**src/rtl/wbc_pkg.sv**
```systemverilog
// Shared types of the write burst coalescer.
package wbc_pkg;
    // Phase of the burst gatherer: filling, issuing the command, sending beats.
    typedef enum logic [1:0] {
        ST_COLLECT = 2'd0,
        ST_ADDR    = 2'd1,
        ST_DATA    = 2'd2
    } phase_t;
endpackage

```
**src/rtl/wbc_fifo.sv**
```systemverilog
// Synchronous FIFO, first-word fall-through.
// Assumes: push is ignored when full, pop is ignored when empty.
module wbc_fifo #(
    parameter int W     = 8,
    parameter int DEPTH = 4
) (
    input  logic         clk,
    input  logic         rst_n,
    input  logic         push,
    input  logic [W-1:0] din,
    input  logic         pop,
    output logic [W-1:0] dout,
    output logic         full,
    output logic         empty
);
    localparam int PW = (DEPTH > 1) ? $clog2(DEPTH) : 1;
    localparam int CW = $clog2(DEPTH + 1);

    logic [W-1:0]  slots [DEPTH];
    logic [PW-1:0] wp, rp;
    logic [CW-1:0] used;
    logic          do_push, do_pop;

    assign full    = (used == CW'(DEPTH));
    assign empty   = (used == '0);
    assign dout    = slots[rp];
    assign do_push = push && !full;
    assign do_pop  = pop && !empty;

    // Pointer and occupancy update.
    always_ff @(posedge clk) begin
        if (!rst_n) begin
            wp   <= '0;
            rp   <= '0;
            used <= '0;
        end else begin
            if (do_push) wp <= (wp == PW'(DEPTH - 1)) ? '0 : wp + PW'(1);
            if (do_pop)  rp <= (rp == PW'(DEPTH - 1)) ? '0 : rp + PW'(1);
            if (do_push && !do_pop)      used <= used + CW'(1);
            else if (do_pop && !do_push) used <= used - CW'(1);
        end
    end

    // Storage write.
    always_ff @(posedge clk) begin
        if (do_push) slots[wp] <= din;
    end
endmodule

```
**src/rtl/wbc_gather.sv**
```systemverilog
// Burst gatherer: collects contiguous single-word writes, then issues one
// burst command and streams the stored beats with a final-beat flag.
// Assumes: room gates new writes (response space), issue_ok gates the command
// (outstanding-burst space). Addresses are word indices.
module wbc_gather
    import wbc_pkg::*;
#(
    parameter int ADDR_W    = 32,
    parameter int DATA_W    = 32,
    parameter int LEN_W     = 8,
    parameter int MAX_BURST = 16,
    parameter int TIMEOUT   = 8
) (
    input  logic              clk,
    input  logic              rst_n,
    input  logic              in_valid,
    output logic              in_ready,
    input  logic [ADDR_W-1:0] in_addr,
    input  logic [DATA_W-1:0] in_data,
    input  logic              room,
    input  logic              issue_ok,
    output logic              aw_valid,
    input  logic              aw_ready,
    output logic [ADDR_W-1:0] aw_addr,
    output logic [LEN_W-1:0]  aw_len,
    output logic              w_valid,
    input  logic              w_ready,
    output logic [DATA_W-1:0] w_data,
    output logic              w_last
);
    localparam int CW = $clog2(MAX_BURST + 1);
    localparam int BW = $clog2(MAX_BURST);
    localparam int IW = $clog2(TIMEOUT + 1);

    phase_t            phase;
    logic [DATA_W-1:0] store [MAX_BURST];
    logic [CW-1:0]     cnt;
    logic [BW-1:0]     beat;
    logic [ADDR_W-1:0] base, next_addr;
    logic [IW-1:0]     idle;
    logic              contig, accept, close;

    assign contig   = (cnt == '0) || (in_addr == next_addr);
    assign in_ready = (phase == ST_COLLECT) && room &&
                      ((cnt == '0) ||
                       (contig && cnt < CW'(MAX_BURST) && idle < IW'(TIMEOUT)));
    assign accept   = in_valid && in_ready;
    assign close    = (phase == ST_COLLECT) && (cnt != '0) &&
                      (cnt == CW'(MAX_BURST) || idle == IW'(TIMEOUT) ||
                       (in_valid && !contig));

    assign aw_valid = (phase == ST_ADDR) && issue_ok;
    assign aw_addr  = base;
    assign aw_len   = LEN_W'(cnt - CW'(1));
    assign w_valid  = (phase == ST_DATA);
    assign w_data   = store[beat];
    assign w_last   = (CW'(beat) + CW'(1)) == cnt;

    // Phase sequencing, beat count, address tracking and idle timer.
    always_ff @(posedge clk) begin
        if (!rst_n) begin
            phase     <= ST_COLLECT;
            cnt       <= '0;
            beat      <= '0;
            base      <= '0;
            next_addr <= '0;
            idle      <= '0;
        end else begin
            unique case (phase)
                ST_COLLECT: begin
                    if (accept) begin
                        cnt       <= cnt + CW'(1);
                        next_addr <= in_addr + ADDR_W'(1);
                        idle      <= '0;
                        if (cnt == '0) base <= in_addr;
                    end else if (close) begin
                        phase <= ST_ADDR;
                    end else if (cnt != '0 && idle != IW'(TIMEOUT)) begin
                        idle <= idle + IW'(1);
                    end
                end
                ST_ADDR: begin
                    if (aw_valid && aw_ready) begin
                        phase <= ST_DATA;
                        beat  <= '0;
                    end
                end
                ST_DATA: begin
                    if (w_ready) begin
                        if (w_last) begin
                            phase <= ST_COLLECT;
                            cnt   <= '0;
                            idle  <= '0;
                        end else begin
                            beat <= beat + BW'(1);
                        end
                    end
                end
                default: phase <= ST_COLLECT;
            endcase
        end
    end

    // Beat storage write on each accepted word.
    always_ff @(posedge clk) begin
        if (accept) store[BW'(cnt)] <= in_data;
    end
endmodule

```
**src/rtl/wbc_coalescer.sv**
```systemverilog
// Write burst coalescer top: gatherer, queue of issued burst lengths, and
// response queue toward the kernel (one entry per acknowledged burst,
// holding length minus one).
// Assumes: memory acknowledges bursts in issue order; MAX_BURST <= 2**LEN_W.
module wbc_coalescer #(
    parameter int ADDR_W     = 32,
    parameter int DATA_W     = 32,
    parameter int LEN_W      = 8,
    parameter int MAX_BURST  = 16,
    parameter int TIMEOUT    = 8,
    parameter int RSP_DEPTH  = 4,
    parameter int OUTS_DEPTH = 4
) (
    input  logic              clk,
    input  logic              rst_n,
    input  logic              in_valid,
    output logic              in_ready,
    input  logic [ADDR_W-1:0] in_addr,
    input  logic [DATA_W-1:0] in_data,
    output logic              rsp_valid,
    input  logic              rsp_ready,
    output logic [LEN_W-1:0]  rsp_len,
    output logic              aw_valid,
    input  logic              aw_ready,
    output logic [ADDR_W-1:0] aw_addr,
    output logic [LEN_W-1:0]  aw_len,
    output logic              w_valid,
    input  logic              w_ready,
    output logic [DATA_W-1:0] w_data,
    output logic              w_last,
    input  logic              b_valid,
    output logic              b_ready
);
    logic             rsp_full, rsp_empty;
    logic             lq_full, lq_empty;
    logic [LEN_W-1:0] lq_head;

    assign b_ready   = !lq_empty && !rsp_full;
    assign rsp_valid = !rsp_empty;

    wbc_gather #(
        .ADDR_W(ADDR_W), .DATA_W(DATA_W), .LEN_W(LEN_W),
        .MAX_BURST(MAX_BURST), .TIMEOUT(TIMEOUT)
    ) u_gather (
        .clk(clk), .rst_n(rst_n),
        .in_valid(in_valid), .in_ready(in_ready),
        .in_addr(in_addr), .in_data(in_data),
        .room(!rsp_full), .issue_ok(!lq_full),
        .aw_valid(aw_valid), .aw_ready(aw_ready),
        .aw_addr(aw_addr), .aw_len(aw_len),
        .w_valid(w_valid), .w_ready(w_ready),
        .w_data(w_data), .w_last(w_last)
    );

    // Lengths of issued bursts awaiting acknowledgement.
    wbc_fifo #(.W(LEN_W), .DEPTH(OUTS_DEPTH)) u_lenq (
        .clk(clk), .rst_n(rst_n),
        .push(aw_valid && aw_ready), .din(aw_len),
        .pop(b_valid && b_ready), .dout(lq_head),
        .full(lq_full), .empty(lq_empty)
    );

    // Responses toward the kernel.
    wbc_fifo #(.W(LEN_W), .DEPTH(RSP_DEPTH)) u_rspq (
        .clk(clk), .rst_n(rst_n),
        .push(b_valid && b_ready), .din(lq_head),
        .pop(rsp_valid && rsp_ready), .dout(rsp_len),
        .full(rsp_full), .empty(rsp_empty)
    );
endmodule

```
**config.mk**
```make
export PLATFORM = sky130hd
export DESIGN_NAME = wbc_coalescer
export DESIGN_NICKNAME = d
export VERILOG_FILES = /design/src/rtl/wbc_pkg.sv /design/src/rtl/wbc_fifo.sv /design/src/rtl/wbc_gather.sv /design/src/rtl/wbc_coalescer.sv
export SDC_FILE = /design/constraint.sdc
export NUM_CORES = 1
export LEC_CHECK = 0
export ABC_AREA = 1
export ABC_CLOCK_PERIOD_IN_PS = 3400
export BUFFER_PORTS_ARGS = -buffer_cell sky130_fd_sc_hd__buf_2
export CAP_MARGIN = 20
export CORE_MARGIN = 3
export CORE_UTILIZATION = 40
export CTS_CLUSTER_SIZE = 14
export DETAILED_ROUTE_END_ITERATION = 10
export PLACE_DENSITY = 0.54
export SETUP_SLACK_MARGIN = 0.15
export SYNTH_ARGS = -nofsm -noshare
export SYNTH_HDL_FRONTEND = slang
export SYNTH_SLANG_ARGS = --single-unit
```
**constraint.sdc**
```tcl
create_clock -name clk -period 3.4 [get_ports clk]
set_clock_uncertainty 0.15 [all_clocks]
set_input_delay 0.51 -clock clk [delete_from_list [all_inputs] [get_ports clk]]
set_output_delay 0.51 -clock clk [all_outputs]
set_load 0.01 [all_outputs]
```
======== After elaboration in Yosys (flattened, before gate mapping) ========
Memory sizes are Yosys's and may differ from the RTL's. A register that Yosys moved wholly into a read port is not among the register bits.
Cells that the tools add are included.
cells by class
  reduce and logical (&&, ||, !) cells .... 50
  add/subtract/negate cells ............... 14
  muxes and demuxes ....................... 40
  equal/unequal tests ..................... 22
  $lt $le $gt $ge ......................... 2
operators by type and width
  operator                                                            count
  4-bit two-way mux                                                   10
  32-bit by 1-bit adder with 32-bit output, second input constant     1
  32-bit == test                                                      1
  2-bit two-way mux                                                   13
  1-bit logical AND                                                   22
  4-bit case mux with 2 select lines                                  2
  5-bit two-way mux                                                   3
  3-bit two-way mux                                                   4
  2-bit == test, second input constant                                5
  2-bit by 1-bit != test with 1-bit output, second input constant     5
  5-bit case mux with 2 select lines                                  1
  5-bit AND reduction                                                 2
  1-bit zero test                                                     9
  2-bit by 1-bit adder with 2-bit output, second input constant       4
  4-bit by 1-bit adder with 4-bit output, second input constant       2
  4-bit AND reduction                                                 2
  2-bit nonzero test                                                  4
  3-bit by 1-bit adder with 3-bit output, second input constant       2
  3-bit == test, second input constant                                2
  3-bit zero test                                                     2
  1-bit two-way mux                                                   6
  3-bit by 2-bit != test with 1-bit output, second input constant     2
  2-bit case mux with 3 select lines                                  1
  3-bit by 1-bit subtractor with 3-bit output, second input constant  2
  other kinds (17)                                                    21
storage, ports and cells
  input port bits ......................... 71
  bits in writable memories ............... 576
  memories ................................ 3
  output and inout bits ................... 86
  flip-flop bits (word level) ............. 93
memories
  name            depth  bits a word  rd ports  clocked after Yosys merged registers in  wr ports  line              source
  u_gather.store  16     32           1         1                                        1         wbc_gather.sv:36  logic [DATA_W-1:0] store [MAX_BURST];
  u_lenq.slots    4      8            1         1                                        1         wbc_fifo.sv:19    logic [W-1:0] slots [DEPTH];
  u_rspq.slots    4      8            1         1                                        1         wbc_fifo.sv:19

======== Longest topological paths before layout ========
Gate-level depths: netlist of the first run.
  depth after elaboration ................. 9
  mapped depth ............................ 15
  mapped depth without buffers ............ 15

======== By module ========
A second synthesis of the first run with hierarchy kept.
second synthesis, totals
  cells, all modules ...................... 2,379
  area total of the unflattened synthesis .. 28,578.7 um^2
by module, submodules not included
  module         cells an instance  area each (um^2)  times used  sequential area each (um^2)
  wbc_gather     2,071              25,142.9          1           17,036.3
  wbc_fifo       148                1,692.9           2           1,141.1
  wbc_coalescer  12                 50.0              1           0.0

======== Worst setup path before layout of the first run ========
OpenSTA, ideal clock, no wires.
  path kind ............................... input-to-reg
  start point ............................. input port in_addr[22]
  end point ............................... memory u_gather.store[11][0], enable pin
  path slack .............................. -0.293 ns
  stages on the path ...................... 13
  data arrival time ....................... 3.122 ns
  library setup time ...................... 0.421 ns
  cells stage by stage .................... buf_2 > xnor2_1 > nand2_1 > nor2_1 > nand2_1 > nor2_1 > nand3_1 > nand2_2 > nand3_4 > clkinv_2 > buf_4 > nand2_1 > nor2_1
between the ends
  cells in the longest elaborated chain, start to end .. 9
RTL lines
  element                                  line                 source
  start: declaration                       wbc_coalescer.sv:18  input logic [ADDR_W-1:0] in_addr,
  32-bit == test                           wbc_gather.sv:43     assign contig = (cnt == '0) || (in_addr == next_addr);
  1-bit logical OR                         wbc_gather.sv:43
  1-bit logical AND (2 in series)          wbc_gather.sv:46     (contig && cnt < CW'(MAX_BURST) && idle < IW'(TIMEOUT)));
  1-bit logical OR                         wbc_gather.sv:45     ((cnt == '0) ||
  1-bit logical AND                        wbc_gather.sv:44     assign in_ready = (phase == ST_COLLECT) && room &&
  1-bit logical AND                        wbc_gather.sv:47     assign accept = in_valid && in_ready;
  1-bit two-way mux                        wbc_gather.sv:106    if (accept) store[BW'(cnt)] <= in_data;
  1-bit two-way mux (implied by the code)  wbc_gather.sv:106
  end: declaration                         wbc_gather.sv:36
No other way between the ends.

==> qor.tcl, run 1 <==
set qor(run_status) {finished clean}
set qor(peakVddDrop_mv) 0.350
set qor(critical_path_peak_fanout) 36
set qor(grt_start_max_net_pins) 61
set qor(cts-root-to-sink-buffers) 3
set qor(synth.ff_latch_count) 661
set qor(detail_route.drc_violations) 0
set qor(max_clock_freq_mhz) 319
set qor(synth.lib_cells_used.distinct) 42
set qor(cellPowerDensity_mw_per_mm2) 737
set qor(die_area_mm2) 0.0723
set qor(syn_to_final_growth_pct) 16.1
set qor(synth.top_cell.area_share_pct) 60.9
set qor(floorplan.io_pins) 157
set qor(timing.final.crit_share_pct) 92.2
set qor(postSynthAreaPerCell_um2) 12.1
set qor(placeable_core_area_mm2) 0.0678
set qor(layout.nets) 2559
set qor(min_to) {u_gather.aw_addr[3]$_SDFFE_PN0P_}
set qor(combined_global_route_utilization_of_all_metal_layers_pct) 19.4
set qor(unrepaired_setup_endpoints_after_global_routing) {yes}
set qor(timing.critical_path.from_type) {flop}
set qor(worst-r2r-setup-slack_ns) 0.72
set qor(numCtsBuffers) 74
set qor(grt_overflow) 0
set qor(layout_setup_ws_ns) 0.264
set qor(hold_class) {in -> reg}
set qor(synth.cell_area_mm2) 0.0276
set qor(grt_pass1_wl_um) 106000
set qor(final_cell_count_no_fill) 3394
set qor(drt-vias-per-instance) 5.22
set qor(clock-sinks) 661
set qor(filler_cells_inserted) 6058
set qor(cp.required_ns) 2.74
set qor(drt-wirelength-per-cell_um) 20.6
set qor(final_core_utilization_pct) 47.4
set qor(drt_pre_antenna_iters) 6
set qor(worstRegToRegCells) 11
set qor(seq_power_share_pct) 41.7
set qor(post_syn_instances) 2293
set qor(fin_crit_ns) 3.14
set qor(tns_ns) 0
set qor(worstHoldPathCells) 3
set qor(htree_levels) 3
set qor(ys.warnings.count) 0
set qor(swShare_pct) 31.8
set qor(starting_drt_drc_count) 1495
set qor(holdCritStartpoint) {in_addr[3]}
set qor(die-height_um) 269
set qor(timing.rr.end) {u_gather.store[1][22]$_DFFE_PP_}
set qor(rr_startpoint) {u_gather.cnt[1]$_SDFFE_PN0P_}
set qor(dp_cells) 3257
set qor(cts_tree) {built}
set qor(drive_gt1_share_pct) 14.6
set qor(worst_slew_pin_slew_ns) 0.624
set qor(dp.final_hpwl_um) 44000
set qor(clkLatencyLatePin_ns) 0.60
set qor(dieWidth_um) 269
set qor(ys_seq_area_share_pct) 68.2
set qor(worst_setup_hold_path_clk_slew_ns) 0.06
set qor(comb_power_share_pct) 26.4
set qor(worstSetupPathType) {reg -> out}
set qor(cts_hold_repair.buffers) 0
set qor(total_switching_power_mw) 7.53
set qor(routed-via-count) 17700
set qor(maxCapViolations) 0
set qor(place_worst_setup_slack_ns) 0.362
set qor(port_buffers) 156
set qor(post_synth_main_area_contributors) {edfxtp_1, dfxtp_1, mux2i_1}
set qor(postSynth.asyncResetShare_pct) 0
set qor(num_rows) 95
set qor(finalMaxSlewViolations) 0
set qor(mappedNetlistNets) 2387
set qor(critical_path.endpoint_type) {primary output}
set qor(via_count_of_the_first_global_routing_pass) 17500
set qor(routed_antenna_nets) 0
set qor(detailed_route_wire_length_um) 69900
set qor(postSynth.topFlopCell) {edfxtp_1}
set qor(antenna_cells_inserted) 0
set qor(synth_top_cell_by_area) {edfxtp_1}
set qor(slew_headroom_pct) 58.3
set qor(intPower_mw) 16.1
set qor(hold_viol) 0
set qor(cts_root_buf) {clkbuf_16}
set qor(grt_antenna_before_repair) 0
set qor(gp_congestion) 0.861
set qor(power_leakage_nw) 11.2
set qor(share_clk_of_total_power_pct) 31.8
set qor(finalSetupViolCount) 0
set qor(post_synth_edffs) 560
set qor(crit_arrival_ns) 2.48
set qor(power_mw) 23.7
set qor(initial_utilization_pct) 40.8
==> what timing repair did <==
item | CTS | global route
endpoints found under the hold margin | 0 | 0
pin swaps | 0 | 1
cloned | 0 | 0
resized for setup | 1 | 1
setup endpoints to repair | 8 | 12
setup buffers | 1 | 3
==> routing by layer <==
layer  vias up  share of wire [%]  routed length [um]  track usage (%)
met1      8667                 46               31800             26.5
met4         0                2.1                1460             5.69
met2       432                 47               33100             31.8
li1       8534                  -                   -                -
met5         -                  0                   0                0
met3        92                5.1                3560             3.35
==> critical path, stage by stage (launching register included) <==
cell,delay [ns]
dfxtp_4,0.38
buf_4,0.41
a21oi_1,0.07
o21ai_0,0.09
o21ai_0,0.10
o211ai_1,0.52
nand2_1,0.12
buf_2,0.17
==> cell type report <==
| type | count | area, um2 | share of cell area, % |
|---|---|---|---|
| flip-flops and latches | 661 | 18900 | 58.7 |
| multi-input cells | 1273 | 7490 | 23.3 |
| clock buffers | 94 | 1980 | 6.17 |
| repair buffers | 224 | 1520 | 4.73 |
| well taps | 873 | 1090 | 3.40 |
| inverters | 231 | 871 | 2.71 |
| clock inverters | 38 | 297 | 0.924 |
==> layout by cell type (no fill, tap or decap), types with 2 or more instances in the layout <==
cell and count:
xor2_1 28, clkbuf_16 76, nand3_2 3, or2_2 2, ha_1 21, clkinv_8 2
mux2i_1 128, nor2_1 96, nor2_4 15, nor3_2 3, dfxtp_4 3, buf_6 2
buf_4 49, nor4_1 7, o22ai_1 12, inv_6 2, dfxtp_1 97, o21ai_0 217
xnor2_1 25, clkbuf_1 17, edfxtp_1 560, nand2_1 262, nand4_1 4, o211ai_1 128
nor3_1 21, nor2_2 2, buf_2 156, nand2_2 4, a211oi_1 2, clkinv_1 14
bufinv_16 3, o211a_1 2, inv_1 222, fa_1 2, buf_12 16, o21ai_1 3
clkinv_2 20, inv_2 4, a21oi_1 217, nand3_1 62
==> worst max path at each step <==
stage,startpoint,end,slack (ns),cells past startpoint
after CTS,flop,w_data[23],0.16,7
after global placement,in_addr[2],u_gather.store[2][8]$_DFFE_PP_,0.40,13
final,flop,w_data[14],0.26,7
after global routing,flop,w_data[14],0.07,7
after floorplan,in_addr[22],u_gather.store[11][0]$_DFFE_PP_,-0.29,13
after detailed placement,in_addr[4],u_gather.store[14][6]$_DFFE_PP_,0.36,13
==> power groups by stage <==
stage | clock [mW] | combinational (mW) | sequential (mW)
5_1_grt | 8.09 | 6.97 | 9.94
4_1_cts | 7.75 | 6.31 | 9.90
3_5_place_dp | 0 | 6.26 | 10.1
6_report | 7.53 | 6.26 | 9.88
3_3_place_gp | 0 | 6.18 | 10.1
2_1_floorplan | 0 | 4.10 | 9.93
==> cell families (layout without fill, tap and decap cells) <==
family                     Yosys count  count (layout)  synth area share (%)
DFF                                661             661                  68.2
AOI/OAI and AO/OA                  584             584                  11.9
and+or+nand+nor                    485             485                  7.41
buffers and inverters              359             587                  5.15
muxes                              128             128                  4.64
xor gates and xnor gates            53              53                  1.68
adders and majority gates           23              23                  1.10
==> sequential cells by signal, indices dropped and copies added (netlist names), named ones only <==
signal,count
u_lenq.rp,2
u_gather.store,512
u_gather.aw_addr,32
u_rspq.slots,24
u_gather.beat,4
u_rspq.rp,2
u_lenq.wp,2
u_gather.idle,4
u_gather.next_addr,32
u_lenq.used,3
u_lenq.slots,24
u_gather.phase,2
u_gather.cnt,5
u_rspq.wp,2
u_rspq.used,3
==> metrics by stage <==
| stage | hold WS, ns | cell area [um2] |
|---|---|---|
| floorplan | 0.294 | 27600 |
| global placement | 0.300 | 29800 |
| detailed placement | 0.303 | 29800 |
| CTS | 0.0100 | 32000 |
| global route | 0.0302 | 32100 |
| finish | 0.0518 | 32100 |
==> cells in the mapped netlist, types with 2 or more instances <==
library cell	instances
a211oi_1	2
a21oi_1	217
buf_1	9
buf_2	23
buf_4	9
clkbuf_1	83
clkbuf_2	3
clkinv_1	2
dfxtp_1	101
edfxtp_1	560
fa_1	2
ha_1	21
inv_1	224
inv_2	4
mux2i_1	128
nand2_1	262
nand2_2	4
nand3_1	62
nand3_2	3
nand4_1	4
nor2_1	111
nor2_2	2
nor3_1	21
nor3_2	3
nor4_1	7
o211a_1	2
o211ai_1	128
o21ai_0	217
o21ai_1	3
o22ai_1	12
or2_2	2
xnor2_1	25
xor2_1	28
No activity file was read; power rests on OpenSTA's default activity.
==> run 2, diff against run 1 <==
--- a/config.mk
+++ b/config.mk
@@ -9,11 +9,12 @@
 export ABC_CLOCK_PERIOD_IN_PS = 3400
 export BUFFER_PORTS_ARGS = -buffer_cell sky130_fd_sc_hd__buf_2
 export CAP_MARGIN = 20
+export CORE_ASPECT_RATIO = 1.75
 export CORE_MARGIN = 3
-export CORE_UTILIZATION = 40
+export CORE_UTILIZATION = 54
 export CTS_CLUSTER_SIZE = 14
 export DETAILED_ROUTE_END_ITERATION = 10
-export PLACE_DENSITY = 0.54
+export PLACE_DENSITY = 0.71
 export SETUP_SLACK_MARGIN = 0.15
 export SYNTH_ARGS = -nofsm -noshare
 export SYNTH_HDL_FRONTEND = slang
==> qor.tcl, run 2 (same netlist as run 1, synthesis figures left out) <==
set qor(starting_drt_drc_count) 1443
set qor(finalMaxSlewViolations) 0
set qor(timing.critical_path.from_type) {flop}
set qor(syn_to_final_growth_pct) 13.4
set qor(dp.final_hpwl_um) 42300
set qor(hold_viol) 0
set qor(cellPowerDensity_mw_per_mm2) 707
set qor(cts-root-to-sink-buffers) 3
set qor(routed-via-count) 17900
set qor(filler_cells_inserted) 3873
set qor(tns_ns) 0
set qor(worst_setup_hold_path_clk_slew_ns) 0.07
set qor(drt_pre_antenna_iters) 5
set qor(worstRegToRegCells) 11
set qor(leading_cell_type_in_the_layout_fill_and_taps_excluded) {edfxtp_1}
set qor(cp.required_ns) 2.74
set qor(finish.instance_area_mm2) 0.0313
set qor(min_to) {u_gather.aw_addr[7]$_SDFFE_PN0P_}
set qor(grt_start_max_net_pins) 129
set qor(die-height_um) 305
set qor(clkLatencyLatePin_ns) 0.59
set qor(finalSetupViolCount) 0
set qor(final_cell_mix) {edfxtp_1, nand2_1, inv_1}
set qor(dieWidth_um) 177
set qor(drt-vias-per-instance) 5.68
set qor(run_status) {finished clean}
set qor(grt_pass1_wl_um) 100000
set qor(gp_congestion) 0.907
set qor(placement.cell_area_mm2) 0.0296
set qor(timing.rr.end) {u_gather.store[10][21]$_DFFE_PP_}
set qor(crit_arrival_ns) 2.50
set qor(worst-r2r-setup-slack_ns) 0.59
set qor(initial_utilization_pct) 54.6
set qor(ff_latch_area_mm2) 0.0189
set qor(rr_startpoint) {u_gather.cnt[0]$_SDFFE_PN0P_}
set qor(worstSetupPathType) {reg -> out}
set qor(final_core_utilization_pct) 61.9
set qor(worst_path_largest_cell_delay_ns) 0.48
set qor(largest_reg_flops) 512
set qor(place_worst_setup_slack_ns) 0.362
set qor(num_rows) 109
set qor(dp_cells) 3045
set qor(port_buffers) 156
set qor(multiInputGateArea_mm2) 0.00749
set qor(placeable_core_area_mm2) 0.0506
set qor(drt-wirelength-per-cell_um) 20.7
set qor(worstHoldPathCells) 3
set qor(final_cell_count_no_fill) 3145
set qor(power_mw) 22.2
set qor(layout.nets) 2537
set qor(detailed_route_wire_length_um) 65100
set qor(worst_slew_pin_slew_ns) 1.07
set qor(floorplan.io_pins) 157
set qor(timing.final.crit_share_pct) 92.9
set qor(critical_path_peak_fanout) 89
set qor(cts_tree) {built}
set qor(grt_overflow) 0
set qor(clock-sinks) 661
set qor(fin_crit_ns) 3.16
set qor(htree_levels) 2
set qor(hold_class) {in -> reg}
set qor(grt_antenna_before_repair) 4
set qor(maxCapViolations) 0
set qor(cts_root_buf) {clkbuf_16}
set qor(peakVddDrop_mv) 0.496
set qor(slew_headroom_pct) 28.4
set qor(numCtsBuffers) 56
set qor(power_leakage_nw) 10.9
set qor(master_of_the_slowest_instance_on_the_critical_path) {dfxtp_4}
set qor(crit_path_frequent_cell) {o21ai_0}
set qor(layout_setup_ws_ns) 0.240
set qor(max_clock_freq_mhz) 316
set qor(die_area_mm2) 0.0540
set qor(unrepaired_setup_endpoints_after_global_routing) {yes}
set qor(fin_hold_ws_ns) 0.0619
set qor(via_count_of_the_first_global_routing_pass) 18300
set qor(detail_route.drc_violations) 0
set qor(routed_antenna_nets) 0
set qor(drive_gt1_share_pct) 13.3
set qor(critical_path.endpoint_type) {primary output}
set qor(largest-register) {u_gather.store}
set qor(holdCritStartpoint) {in_addr[7]}
set qor(path_cells) {buf_4, buf_16, a21oi_1, o21ai_0, o21ai_0, o211ai_1, nand2_1, buf_2}
set qor(combined_global_route_utilization_of_all_metal_layers_pct) 23.9
run 2: routing by layer:
metal,wire [um],part of all wire [%],track usage (%),vias up
met5,30,0.046,0,-
met4,2610,4.0,9.67,4
met3,3900,6.0,3.74,138
met2,34200,52,43.3,577
met1,24400,37,28.1,8683
li1,-,-,-,8453
run 2: layout make-up:
cell class                      count  area share (%)
Tap cell                          666            2.66
Antenna cell                        2          0.0160
Inverter                          231            2.78
Sequential cell                   661            60.2
Clock inverter                     15           0.467
Multi-Input combinational cell   1273            23.9
Clock buffer                       77            4.89
Timing Repair Buffer              220            5.14
run 2: worst max-delay path by stage:
stage                 from                          endpoint  cells after the start
2_1_floorplan  in_addr[22]   u_gather.store[11][0]$_DFFE_PP_                     13
3_3_place_gp   in_addr[12]  u_gather.store[14][20]$_DFFE_PP_                     13
3_5_place_dp   in_addr[13]  u_gather.store[10][29]$_DFFE_PP_                     15
4_1_cts               flop                        w_data[29]                      7
5_1_grt               flop                         w_data[5]                      8
6_report              flop                         w_data[5]                      8
run 2: where the power goes:
part | total, mW | switching [mW] | internal, mW
clock network | 6.00 | 2.71 | 3.28
logic | 6.29 | 3.99 | 2.30
registers | 9.87 | 0.354 | 9.52
total | 22.2 | 7.06 | 15.1
run 2: what timing repair did:
action | CTS | global route
hold buffers | 0 | 0
hold endpoints to repair | 0 | 0
gates resized for setup | 1 | 3
buffers inserted | 0 | 6
endpoints found under the setup margin | 1 | 9
run 2: critical path, delay by kind of cell (launching register included):
family | cells | cell delay, ns
compound gates | 4 | 0.58
buf+inv | 3 | 0.68
flops | 1 | 0.48
simple gates | 1 | 0.11
==> run 3, diff against run 2 <==
--- a/config.mk
+++ b/config.mk
@@ -5,7 +5,6 @@
 export SDC_FILE = /design/constraint.sdc
 export NUM_CORES = 1
 export LEC_CHECK = 0
-export ABC_AREA = 1
 export ABC_CLOCK_PERIOD_IN_PS = 3400
 export BUFFER_PORTS_ARGS = -buffer_cell sky130_fd_sc_hd__buf_2
 export CAP_MARGIN = 20
@@ -16,6 +15,7 @@
 export DETAILED_ROUTE_END_ITERATION = 10
 export PLACE_DENSITY = 0.71
 export SETUP_SLACK_MARGIN = 0.15
+export SLEW_MARGIN = 20
 export SYNTH_ARGS = -nofsm -noshare
 export SYNTH_HDL_FRONTEND = slang
 export SYNTH_SLANG_ARGS = --single-unit
==> qor.tcl, run 3 <==
set qor(mappedNetlistNets) 1498
set qor(port_buffers) 156
set qor(run_status) {finished clean}
set qor(via_count_of_the_first_global_routing_pass) 14300
set qor(grt_overflow) 0
set qor(worst_setup_hold_path_clk_slew_ns) 0.06
set qor(yosys-top-cells-count) {edfxtp_1, mux4_2, dfxtp_1}
set qor(ys_seq_area_share_pct) 71.6
set qor(postSynth.asyncResetShare_pct) 0
set qor(starting_drt_drc_count) 870
set qor(grt_antenna_before_repair) 4
set qor(fin_crit_ns) 3.22
set qor(dieWidth_um) 173
set qor(finish.instance_area_mm2) 0.0304
set qor(crit_arrival_ns) 2.56
set qor(ys.warnings.count) 0
set qor(htree_levels) 2
set qor(place_worst_setup_slack_ns) 0.210
set qor(grt_pass1_wl_um) 86800
set qor(fin_hold_ws_ns) 0.0744
set qor(routed-via-count) 13400
set qor(finalSetupViolCount) 0
set qor(syn_to_final_growth_pct) 15.4
set qor(gp_congestion) 0.861
set qor(final_cell_mix) {edfxtp_1, mux4_2, buf_2}
set qor(layout.nets) 1699
set qor(holdCritStartpoint) {in_addr[21]}
set qor(filler_cells_inserted) 3428
set qor(placement.cell_area_mm2) 0.0283
set qor(clkLatencyLatePin_ns) 0.59
set qor(synth.lib_cells_used.distinct) 65
set qor(drt-wirelength-per-cell_um) 24.8
set qor(critical_path_peak_fanout) 7
set qor(post_syn_instances) 1404
set qor(cts_tree) {built}
set qor(initial_utilization_pct) 54.8
set qor(largest_reg_flops) 512
set qor(peakVddDrop_mv) 0.486
set qor(dp.final_hpwl_um) 34400
set qor(numCtsBuffers) 57
set qor(synth.cell_area_mm2) 0.0263
set qor(grt_start_max_net_pins) 73
set qor(worstSetupPathType) {reg -> out}
set qor(detail_route.drc_violations) 0
set qor(worstRegToRegCells) 9
set qor(layout_setup_ws_ns) 0.184
set qor(postSynth.topFlopCell) {edfxtp_1}
set qor(drt_pre_antenna_iters) 5
set qor(hold_viol) 0
set qor(drive_gt1_share_pct) 31.6
set qor(clock-sinks) 661
set qor(detailed_route_wire_length_um) 56700
set qor(worstHoldPathCells) 3
set qor(post_synth_main_area_contributors) {edfxtp_1, mux4_2, dfxtp_1}
set qor(synthMostInstantiatedCell) {edfxtp_1}
set qor(cts-root-to-sink-buffers) 3
set qor(timing.critical_path.from_type) {flop}
set qor(leading_cell_type_in_the_layout_fill_and_taps_excluded) {edfxtp_1}
set qor(combined_global_route_utilization_of_all_metal_layers_pct) 22.1
set qor(worst_slew_pin_slew_ns) 0.560
set qor(synth.ff_latch_count) 661
set qor(cellPowerDensity_mw_per_mm2) 650
set qor(finalMaxSlewViolations) 0
set qor(rr_startpoint) {u_gather.cnt[3]$_SDFFE_PN0P_}
set qor(placeable_core_area_mm2) 0.0480
set qor(post_synth_edffs) 560
set qor(timing.final.crit_share_pct) 94.6
set qor(tns_ns) 0
set qor(num_rows) 106
set qor(floorplan.io_pins) 157
set qor(drt-vias-per-instance) 5.87
set qor(power_leakage_nw) 9.84
set qor(die_area_mm2) 0.0515
set qor(maxCapViolations) 0
set qor(max_clock_freq_mhz) 311
set qor(cts_root_buf) {clkbuf_16}
set qor(unrepaired_setup_endpoints_after_global_routing) {yes}
set qor(largest-register) {u_gather.store}
set qor(routed_antenna_nets) 0
set qor(cp.required_ns) 2.74
set qor(synth.top_cell.area_share_pct) 63.9
set qor(postSynthAreaPerCell_um2) 18.7
set qor(hold_class) {in -> reg}
set qor(die-height_um) 298
set qor(slew_headroom_pct) 62.4
set qor(synth_top_cell_by_area) {edfxtp_1}
set qor(critical_path.endpoint_type) {primary output}
==> run 3: final timing paths <==
path	endpoint	slack (ns)
setup / recovery	w_data[28]	0.18
hold / removal	u_gather.aw_addr[21]$_SDFFE_PN0P_	0.07
setup reg to reg	u_gather.cnt[1]$_SDFFE_PN0P_	0.48
hold reg to reg	u_gather.aw_addr[20]$_SDFFE_PN0P_	0.31
==> run 3: layer usage <==
layer | part of all wire, % | vias to the layer above | GRT usage, %
met2 | 55 | 414 | 41.0
met3 | 4.9 | 119 | 3.24
li1 | - | 5991 | -
met1 | 36 | 6916 | 25.7
met5 | 0.074 | - | 0
met4 | 3.8 | 6 | 8.52
==> run 3: final cells by class <==
cell class | count | area, um2 | share of cell area, %
antenna | 1 | 2.50 | 0.00824
clock buffer | 76 | 1540 | 5.07
clock inverter | 20 | 131 | 0.432
inverter | 21 | 81.3 | 0.268
multi-input combinational | 642 | 7040 | 23.2
sequential | 661 | 18800 | 62.0
tap | 648 | 811 | 2.67
timing repair buffer | 222 | 1920 | 6.33
==> run 3: worst max-delay path, stage by stage, from the launching register on <==
cell and delay (ns):
dfxtp_4 0.40, buf_12 0.17, buf_16 0.15, mux4_2 0.55, mux4_2 0.53, buf_2 0.17
==> run 3: cells by family (layout without fill, tap and decap cells) <==
| kind of cell | count (synthesis) | in the layout | share of synthesized area, % |
|---|---|---|---|
| DFF | 661 | 661 | 71.6 |
| and+or+nand+nor | 250 | 250 | 4.81 |
| muxes | 179 | 179 | 15.0 |
| AOI/OAI and AO/OA | 116 | 116 | 3.19 |
| buffers and inverters | 101 | 339 | 1.79 |
| xor gates and xnor gates | 74 | 74 | 2.51 |
| adders and majority gates | 23 | 23 | 1.15 |
| other | 0 | 1 | 0 |
==> run 3: timing repair <==
action / 4_1_cts / 5_1_grt
pin swaps: 0 / 1
hold buffers: 0 / 0
setup buffers: 6 / 1
resized for setup: 9 / 12
gates cloned: 4 / 7
endpoints found under the setup margin: 31 / 22
==> run 3: power by group <==
part	total (mW)	switching, mW	internal (mW)
clock network	5.93	2.71	3.23
logic	3.88	2.23	1.66
registers	9.93	0.360	9.57
total	19.7	5.29	14.5
==> run 3: stage by stage <==
stage,total power [mW],instances,utilization [%]
finish,19.7,2291,63.3
global route,20.7,2290,63.3
CTS,19.9,2282,62.8
floorplan,12.6,1404,-
global placement,13.8,2176,58.9
detailed placement,13.9,2176,58.9
